==> src/rtl/extr_pkg.sv <==
package extr_pkg;
  localparam int WORD_W = 32;
  localparam logic [28:0] CODE_TAG = 29'h1000_0000;
  localparam logic [2:0] K_PRUNE = 3'd4;
  localparam logic [2:0] K_ABORT = 3'd5;
  localparam logic [2:0] K_ESC   = 3'd6;
  localparam logic [2:0] K_IDLE  = 3'd7;

  typedef enum logic [2:0] {
    S_HDR, S_BODY, S_ESC, S_PRUNE, S_LAST
  } dec_st_e;

  function automatic logic [WORD_W-1:0] rev_bytes(input logic [WORD_W-1:0] w);
    return {w[7:0], w[15:8], w[23:16], w[31:24]};
  endfunction
endpackage

==> src/rtl/extr_code_classify.sv <==
module extr_code_classify
  import extr_pkg::*;
(
  input  logic              swap_en,
  input  logic [WORD_W-1:0] word,
  output logic              is_code,
  output logic [2:0]        kind
);
  logic [WORD_W-1:0] cmp_w;

  always_comb begin
    cmp_w   = swap_en ? rev_bytes(word) : word;
    is_code = (cmp_w[WORD_W-1:3] == CODE_TAG);
    kind    = cmp_w[2:0];
  end
endmodule

==> src/rtl/extr_hdr_capture.sv <==
module extr_hdr_capture
  import extr_pkg::*;
#(
  parameter int HDR_WORDS = 9,
  parameter int PORT_W    = 7,
  parameter int PORT_CNT  = 65,
  parameter int FWD_BYTE  = 27
) (
  input  logic                        clk,
  input  logic                        rst,
  input  logic                        wr,
  input  logic [WORD_W-1:0]           word,
  output logic                        done,
  output logic                        bad_nx,
  output logic                        port_bad,
  output logic [PORT_W-1:0]           src_port,
  output logic [HDR_WORDS*WORD_W-1:0] hdr_bits
);
  localparam int CNT_W = (HDR_WORDS > 1) ? $clog2(HDR_WORDS) : 1;
  localparam logic [CNT_W-1:0] LAST_IDX = CNT_W'(HDR_WORDS - 1);
  localparam logic [PORT_W:0] PORT_LIM = (PORT_W + 1)'(PORT_CNT);
  localparam int B0 = FWD_BYTE;
  localparam int B1 = FWD_BYTE + 1;
  localparam int B2 = FWD_BYTE + 2;
  localparam int B3 = FWD_BYTE + 3;

  logic [CNT_W-1:0]            cnt_q;
  logic [HDR_WORDS*WORD_W-1:0] hdr_q;
  logic [HDR_WORDS*WORD_W-1:0] hdr_nx;
  logic [WORD_W-1:0]           fwd_raw;
  logic [PORT_W-1:0]           src_nx;

  for (genvar g = 0; g < HDR_WORDS; g++) begin : g_slot
    assign hdr_nx[g*WORD_W +: WORD_W] =
      (wr && cnt_q == CNT_W'(g)) ? word : hdr_q[g*WORD_W +: WORD_W];
  end

  assign done = wr && (cnt_q == LAST_IDX);

  always_comb begin
    fwd_raw = {hdr_nx[(B0/4)*WORD_W + 8*(B0%4) +: 8],
               hdr_nx[(B1/4)*WORD_W + 8*(B1%4) +: 8],
               hdr_nx[(B2/4)*WORD_W + 8*(B2%4) +: 8],
               hdr_nx[(B3/4)*WORD_W + 8*(B3%4) +: 8]};
    src_nx  = PORT_W'(fwd_raw >> 6);
    bad_nx  = ({1'b0, src_nx} >= PORT_LIM);
  end

  always_ff @(posedge clk) begin
    if (wr) hdr_q <= hdr_nx;
  end

  always_ff @(posedge clk) begin
    if (rst) begin
      cnt_q    <= '0;
      src_port <= '0;
      port_bad <= 1'b0;
    end else if (wr) begin
      cnt_q <= done ? '0 : cnt_q + 1'b1;
      if (done) begin
        src_port <= src_nx;
        port_bad <= bad_nx;
      end
    end
  end

  assign hdr_bits = hdr_q;
endmodule

==> src/rtl/extr_len_acc.sv <==
module extr_len_acc #(
  parameter int LEN_W = 16
) (
  input  logic             clk,
  input  logic             rst,
  input  logic             clr,
  input  logic             add4,
  output logic [LEN_W-1:0] len_q
);
  always_ff @(posedge clk) begin
    if (rst || clr) len_q <= '0;
    else if (add4)  len_q <= len_q + LEN_W'(4);
  end
endmodule

==> src/rtl/extr_decoder.sv <==
module extr_decoder
  import extr_pkg::*;
#(
  parameter int HDR_WORDS = 9,
  parameter int PORT_W    = 7,
  parameter int PORT_CNT  = 65,
  parameter int LEN_W     = 16
) (
  input  logic                        clk,
  input  logic                        rst,
  input  logic                        swap_en,
  input  logic                        in_valid,
  output logic                        in_ready,
  input  logic [WORD_W-1:0]           in_word,
  output logic                        out_valid,
  output logic [WORD_W-1:0]           out_data,
  output logic                        out_sof,
  output logic                        out_eof,
  output logic [2:0]                  out_bytes,
  output logic                        out_drop,
  output logic [LEN_W-1:0]            frame_len,
  output logic [PORT_W-1:0]           src_port,
  output logic                        flush_req,
  output logic [HDR_WORDS*WORD_W-1:0] hdr_bits
);
  dec_st_e           st_q, st_d;
  logic              acc, is_code, hdr_wr, hdr_done, bad_nx, port_bad;
  logic [2:0]        kind;
  logic [LEN_W-1:0]  len_q, trim, fin_len;
  logic [WORD_W-1:0] pend_d;
  logic              pend_v, sof_due;
  logic              do_push, do_fin, fin_drop;
  logic [2:0]        fin_bytes;

  assign in_ready = (st_q != S_LAST);
  assign acc      = in_valid && in_ready;
  assign hdr_wr   = acc && (st_q == S_HDR);

  extr_code_classify u_cls (
    .swap_en (swap_en),
    .word    (in_word),
    .is_code (is_code),
    .kind    (kind)
  );

  extr_hdr_capture #(
    .HDR_WORDS (HDR_WORDS),
    .PORT_W    (PORT_W),
    .PORT_CNT  (PORT_CNT)
  ) u_hdr (
    .clk      (clk),
    .rst      (rst),
    .wr       (hdr_wr),
    .word     (in_word),
    .done     (hdr_done),
    .bad_nx   (bad_nx),
    .port_bad (port_bad),
    .src_port (src_port),
    .hdr_bits (hdr_bits)
  );

  extr_len_acc #(.LEN_W(LEN_W)) u_len (
    .clk   (clk),
    .rst   (rst),
    .clr   (hdr_done),
    .add4  (do_push),
    .len_q (len_q)
  );

  // next-state and beat decisions
  always_comb begin
    st_d      = st_q;
    do_push   = 1'b0;
    do_fin    = 1'b0;
    fin_drop  = 1'b0;
    fin_bytes = 3'd0;
    unique case (st_q)
      S_HDR: if (hdr_done) st_d = S_BODY;
      S_BODY: begin
        if (acc) begin
          if (!is_code) begin
            do_push = 1'b1;
          end else begin
            unique case (kind)
              K_IDLE:  ;
              K_ESC:   st_d = S_ESC;
              K_PRUNE: st_d = S_PRUNE;
              K_ABORT: begin
                do_fin    = 1'b1;
                fin_drop  = 1'b1;
                fin_bytes = pend_v ? 3'd4 : 3'd0;
              end
              default: begin
                do_fin    = 1'b1;
                fin_drop  = !pend_v;
                fin_bytes = pend_v ? (3'd4 - {1'b0, kind[1:0]}) : 3'd0;
              end
            endcase
          end
        end
      end
      S_ESC: if (acc) begin
        do_push = 1'b1;
        st_d    = S_BODY;
      end
      S_PRUNE: if (acc) begin
        do_push = 1'b1;
        st_d    = S_LAST;
      end
      S_LAST: begin
        do_fin    = 1'b1;
        fin_drop  = 1'b1;
        fin_bytes = 3'd4;
      end
      default: st_d = S_HDR;
    endcase
    if (do_fin) st_d = S_HDR;
    trim    = LEN_W'(kind[1:0]) + LEN_W'(4);
    fin_len = (!fin_drop && len_q > trim) ? (len_q - trim) : '0;
  end

  always_ff @(posedge clk) begin
    if (rst) begin
      st_q      <= S_HDR;
      pend_v    <= 1'b0;
      pend_d    <= '0;
      sof_due   <= 1'b0;
      out_valid <= 1'b0;
      out_data  <= '0;
      out_sof   <= 1'b0;
      out_eof   <= 1'b0;
      out_bytes <= 3'd0;
      out_drop  <= 1'b0;
      frame_len <= '0;
      flush_req <= 1'b0;
    end else begin
      st_q      <= st_d;
      out_valid <= 1'b0;
      out_sof   <= 1'b0;
      out_eof   <= 1'b0;
      out_drop  <= 1'b0;
      out_bytes <= 3'd0;
      frame_len <= '0;
      flush_req <= hdr_done && bad_nx;
      if (hdr_done) begin
        sof_due <= 1'b1;
        pend_v  <= 1'b0;
      end
      if (do_push) begin
        pend_d <= in_word;
        pend_v <= 1'b1;
        if (pend_v) begin
          out_valid <= !port_bad;
          out_data  <= pend_d;
          out_sof   <= sof_due && !port_bad;
          out_bytes <= 3'd4;
          sof_due   <= 1'b0;
        end
      end
      if (do_fin) begin
        pend_v    <= 1'b0;
        sof_due   <= 1'b0;
        out_valid <= !port_bad;
        out_data  <= pend_v ? pend_d : '0;
        out_sof   <= sof_due && !port_bad;
        out_eof   <= !port_bad;
        out_drop  <= fin_drop && !port_bad;
        out_bytes <= fin_bytes;
        frame_len <= fin_len;
      end
    end
  end
endmodule

==> config.mk <==
export PLATFORM = sky130hd
export DESIGN_NAME = extr_decoder
export DESIGN_NICKNAME = d
export VERILOG_FILES = /design/src/rtl/extr_pkg.sv /design/src/rtl/extr_code_classify.sv /design/src/rtl/extr_hdr_capture.sv /design/src/rtl/extr_len_acc.sv /design/src/rtl/extr_decoder.sv
export SDC_FILE = /design/constraint.sdc
export NUM_CORES = 1
export LEC_CHECK = 0
export ABC_AREA = 1
export BUFFER_PORTS_ARGS = -buffer_cell sky130_fd_sc_hd__buf_2
export CAP_MARGIN = 20
export CORE_MARGIN = 2
export CORE_UTILIZATION = 47
export CTS_BUF_LIST = sky130_fd_sc_hd__clkbuf_16
export CTS_CLUSTER_DIAMETER = 60
export DETAILED_ROUTE_END_ITERATION = 8
export PLACE_DENSITY = 0.79
export SYNTH_ARGS = -nofsm -noshare
export SYNTH_HDL_FRONTEND = slang
export SYNTH_HIERARCHICAL = 1
export SYNTH_SLANG_ARGS = --single-unit
==> constraint.sdc <==
create_clock -name clk -period 4.25 [get_ports clk]
set_input_delay 0.85 -clock clk [delete_from_list [all_inputs] [get_ports clk]]
set_output_delay 0.85 -clock clk [all_outputs]
set_load 0.02 [all_outputs]
---- Word level (Yosys, flattened, before mapping) ----
Cells that the tools add are included.
word-level totals
  output and inout bits ................... 352
  flip-flop bits (word level) ............. 409
  logic and storage cells ................. 145
  bits of input ports ..................... 36
cells by class
  bitwise logic cells ..................... 3
  add/sub/neg operators ................... 5
  magnitude comparators ................... 2
  mux-type cells .......................... 45
  equality and inequality tests ........... 24
  reductions and logical operators ........ 40
operators with widths
  operator               number
  $mux 32                5
  $mux 3                 11
  $eq 29x29->1 const B   1
  $mux 24                1
  $reduce_and 2->1       10
  $mux 1                 19
  $pmux 3 s2             3
  $add 16x3->16 const B  1
  $eq 4x3->1 const B     4
  $gt 16x4->1            1
  $sub 16x4->16          1
  $eq 3x3->1 const B     5
  $logic_and 1x1->1      15
  $pmux 3 s5             1
  $ne 2x2->1 const B     5
  $eq 4x2->1 const B     2
  $pmux 1 s2             4
  $ge 7x7->1 const B     1
  $reduce_and 7->1       1
  $eq 3x2->1 const B     2
  $ne 3x3->1 const B     2
  $reduce_bool 2->1      3
  $reduce_or 2->1        3
  $reduce_or 3->1        2
  12 further kinds       16

---- Logic depth before layout (Yosys ltp) ----
  depth in word-level cells ............... 11
  gate-level depth with buffers ........... 20
  depth with buffers taken out ............ 19

---- Modules after synthesis ----
Netlist, hierarchy kept.
modules (own cells, without submodules)
  module              area an instance (µm²)  cells each  instances  sequential area each (µm²)
  extr_hdr_capture    9345.2                  382         1          8888.5
  extr_decoder        4033.9                  534         1          1861.8
  extr_len_acc        703.2                   98          1          280.3
  extr_code_classify  252.7                   56          1          0.0

---- Least setup slack after synthesis ----
Ideal clock, no wire load.
  path type ............................... in2reg
  start point ............................. in in_valid
  end point ............................... reg u_hdr.hdr_q[32] (netlist: u_hdr/hdr_bits[32]), enable pin
  setup slack ............................. -0.186 ns
  library setup time ...................... 0.461 ns
  cell stages on the path ................. 4
  required time ........................... 3.789 ns
  arrival ................................. 3.975 ns
  buffers on the path ..................... 0
  cell sequence ........................... inv_1 nor2_1 inv_1 nor3_1
between the ends
  longest elaborated chain between the ends .. 4
ends and longest elaborated chain
  element                                RTL line                RTL
  from (decl)                            extr_decoder.sv:12      input logic in_valid,
  $logic_and 1x1->1 (*)                  extr_decoder.sv:36      assign acc = in_valid && in_ready;
  $logic_and 1x1->1 (*)                  extr_decoder.sv:37      assign hdr_wr = acc && (st_q == S_HDR);
  via hdr_wr                             extr_decoder.sv:27      logic acc, is_code, hdr_wr, hdr_done, bad_nx, port_bad;
  $logic_and 1x1->1                      extr_hdr_capture.sv:35  (wr && cnt_q == CNT_W'(g)) ? word : hdr_q[g*WORD_W +: WORD_W];
  $reduce_and 2->1 (no source line) (*)  --
  to (signal assigned)                   extr_hdr_capture.sv:50  if (wr) hdr_q <= hdr_nx;
  to (decl)                              extr_hdr_capture.sv:28  logic [HDR_WORDS*WORD_W-1:0] hdr_q;
The timed path passes the listed nets; every way through them passes the cells marked *.
A chain may end at the register's enable or synchronous reset.

---- Worst setup path in the final report ----
  start point ............................. in in_word[9]
  end point ............................... reg out_data[24]
between the ends
  longest elaborated chain between the ends .. 7
  elaborated cells between the ends (all ways) .. 12
  classes of those cells .................. eq/ne: 1; mux: 8; reduce/logical: 3
ends and longest elaborated chain
  element                             RTL line                  RTL
  from (decl)                         extr_decoder.sv:14        input logic [WORD_W-1:0] in_word,
  $mux 32 (*)                         extr_code_classify.sv:12  cmp_w = swap_en ? rev_bytes(word) : word;
  $eq 29x29->1 (*)                    extr_code_classify.sv:13  is_code = (cmp_w[WORD_W-1:3] == CODE_TAG);
  via is_code                         extr_decoder.sv:27
  $mux 1                              extr_decoder.sv:81        if (!is_code) begin
  $mux 1                              extr_decoder.sv:80        if (acc) begin
  $pmux 1 s2                          extr_decoder.sv:77        unique case (st_q)
  $reduce_bool 2->1 (no source line)  --
  $reduce_and 2->1 (no source line)   --
  to (signal assigned)                extr_decoder.sv:154       out_data <= pend_d;
  to (signal assigned)                extr_decoder.sv:164       out_data <= pend_v ? pend_d : '0;
  to (decl)                           extr_decoder.sv:16        output logic [WORD_W-1:0] out_data,
Marks and branches as above.

==> flow_metrics.env <==
export IMPL_status="finished, final reports clean"
export IMPL_cts_root_buf="clkbuf_16"
export IMPL_die_area_sq_um=31900
export IMPL_ctsHtreeMaxLevel=2
export IMPL_synthesis_area_sq_um=14300
export IMPL_path_class="in2reg"
export IMPL_holdCritPathClass="reg2reg"
export IMPL_wirelength_um=38300
export IMPL_timing_rr_start="st_q[0]"
export IMPL_post_route_drc_count=0
export IMPL_initial_utilization=0.480
export IMPL_cp_required_ps=4680
export IMPL_drive_above_1_share=0.346
export IMPL_pin_count=388
export IMPL_grt_total_usage=0.238
export IMPL_cp_slowest_stage_delay_ps=330
export IMPL_rows=63
export IMPL_hold_viol=0
export IMPL_worst_pin_slew_ps=1020
export IMPL_endpoint_kind="flip-flop"
export IMPL_rsz0062_at_grt="false"
export IMPL_wl_met2_um=19200
export IMPL_crit_buf_inv=3
export IMPL_critPathSlowestCell="nor3_2"
export IMPL_cp_top_family="simple AND/OR/NAND/NOR gates"
export IMPL_min_period_ps=2890
export IMPL_nets=1537
export IMPL_antenna_cells=0
export IMPL_clk_pin_slew_ps=60
export IMPL_top_layer_used="met5"
export IMPL_firstDrtPassIters=5
export IMPL_synth_edf_count=288
export IMPL_stdcell_count=1910
export IMPL_ant_nets=0
export IMPL_irDropWorstVdd_v=0.000284
export IMPL_layout_common_cells="buf_2 (387), edfxtp_1 (288), nor2_1 (171), nand2_1 (144), dfxtp_1 (119)"
export IMPL_ctsResizeCount=0
export IMPL_setup_viol=0
export IMPL_wl_met3_um=3160
export IMPL_fin_crit_sh=0.680
export IMPL_whs_ps=452
export IMPL_gp_congestion=0.870
export IMPL_cap_violations=0
export IMPL_min_to="out_sof"
export IMPL_core_area_sq_um=29900
export IMPL_die_h_um=179
export IMPL_reg2reg_depth=6
export IMPL_min_from="sof_due"
export IMPL_critPathMaxFanout=20
export IMPL_via_per_inst=5.09
export IMPL_startpoint_type="input pin"
export IMPL_grt_first_pass_wirelength_um=56200
export IMPL_ys_types=42
export IMPL_max_clock_freq_mhz=346
export IMPL_async_flop_share=0
export IMPL_synth_area_per_cell_sq_um=13.4
export IMPL_yosys_area_top_type="edfxtp_1"
export IMPL_drt_first_iter_violations=750
export IMPL_via_count=9722
export IMPL_crit_path_frequent_cell="nor2_1"
export IMPL_grt_pass1_vias=9427
export IMPL_syn_inst=1070
export IMPL_die_w_um=179
export IMPL_yosysWarnings=6
export IMPL_r2r_end="u_hdr/hdr_bits[21]"
export IMPL_io_buffers=387
export IMPL_placed_cells=1835
export IMPL_antenna_found_initial=1
export IMPL_dpl_hpwl_um=25900
export IMPL_wl_per_cell_um=20.1
export IMPL_cts_hold_buf=0
export IMPL_nFillCells=2382
export IMPL_ys_seq_elements=407
export IMPL_min_path_cells=2
export IMPL_final_common_cell="buf_2"
export IMPL_path_cells="buf_2 -> nor2_1 -> nand3_1 -> nor2_1 -> nand2_1 -> nor3_2 -> nand2_1 -> nor2_4 -> nand2_2 -> nand2_4 -> inv_2 -> nand2_4 -> inv_4 -> nor2_1 -> nor2_1"
export IMPL_insertion_delay_ps=530
export IMPL_syn2layout_area_growth_pct=25.9
export IMPL_rrSetupSlack_ps=1680
export IMPL_synth_area_leaders="edfxtp_1 (60%), dfxtp_1 (17%), nor2_1 (4.6%)"
export IMPL_cts_tree="built"
export IMPL_cts_made_buffers=42
export IMPL_drt_met1_wl_um=15000
export IMPL_clk_path_buf_depth=3
export IMPL_synth_ff_type="edfxtp_1"
export IMPL_fin_skew_ps=17.5
export IMPL_p_leak_nw=7.69
export IMPL_grt_max_degree=39
export IMPL_clock_sinks=407
export IMPL_power_density_nw_per_um2=453
export IMPL_cts_setup_buffers=0
export IMPL_arrival_ps=3320
export IMPL_ys_seq_area_frac=0.769
export IMPL_globalRouteOverflowTotal=0
export IMPL_maxSlewHeadroom=0.317
export IMPL_timing_final_max_slew_violations=0
export IMPL_synth_top_cell_area_share=0.603
-- per-layer routing --
layer  vias up  GRT usage
li1       4498          -
met1      4746      0.291
met2       414      0.423
met3        62     0.0524
met4         2     0.0688
met5         -          0
-- worst reg2reg max path, delay by kind of cell, from the launching register on --
kind,cells,cell delay (ps)
and+or+nand+nor,5,1580
buffers and inverters,1,340
DFF,1,350
-- stage by stage --
stage	power (mW)	setup TNS (ps)	utilization	setup WS (ps)	area (sq um)
floorplan	4.62	-23830	-	-186	14300
global placement	4.79	0	0.560	929	16700
detailed placement	4.80	0	0.560	856	16700
CTS	8.25	0	0.604	1420	18000
global route	8.44	0	0.604	1110	18000
finish	8.17	0	0.604	1360	18000
-- sequential cells by signal, summed over array words and instances (netlist names), 3 cells and up --
name,flops
u_len/len_q,14
frame_len,16
u_hdr/cnt_q,4
out_data,32
pend_d,32
u_hdr/hdr_bits,288
u_hdr/src_port,7
out_bytes,3
st_q,3
-- synth_stat cells, drive strengths merged (6+ instances only) --
cell type  instances
dfxtp            119
edfxtp           288
nor2             189
nand2            164
o21ai             44
clkbuf            10
a21boi             7
ha                11
inv               81
buf               19
nand3             26
nand4             17
nor3              16
xor2               8
nand3b            20
a21oi             29
a22o               6
-- cell type report --
class | count | area [sq um] | share of cell area
sequential | 407 | 11000 | 0.611
timing repair buffer | 403 | 2060 | 0.114
multi-input combinational | 553 | 2850 | 0.158
tap | 390 | 488 | 0.0270
clock buffer | 43 | 1080 | 0.0596
inverter | 82 | 314 | 0.0174
clock inverter | 32 | 236 | 0.0131
-- cell families after synthesis --
logic type,count (synthesis),share of synthesized area
buffers and inverters,111,0.0351
XOR/XNOR,13,0.00794
AO/OA/AOI/OAI,89,0.0345
AND/OR/NAND/NOR,437,0.142
other,1,0.000262
flip-flops,407,0.769
adder cells (fa/ha/maj),12,0.0110
-- worst max-delay path by stage --
stage	start	to	slack [ps]	cells after the start
detailed placement	in_word[10]	out_data[24]	860	15
finish	in_word[9]	out_data[24]	1360	15
global placement	swap_en	out_data[9]	930	16
CTS	swap_en	out_data[4]	1420	16
global route	in_word[8]	out_data[17]	1110	15
floorplan	in_valid	u_hdr/hdr_bits[32]	-190	4
-- power breakdown --
part           leakage [nW]  internal (mW)  switching, mW
registers              3.58           4.32         0.0235
clock network         0.674           1.97           1.49
logic                  3.44         0.0901          0.280
Note: power is estimated with default switching activity, not from simulation.
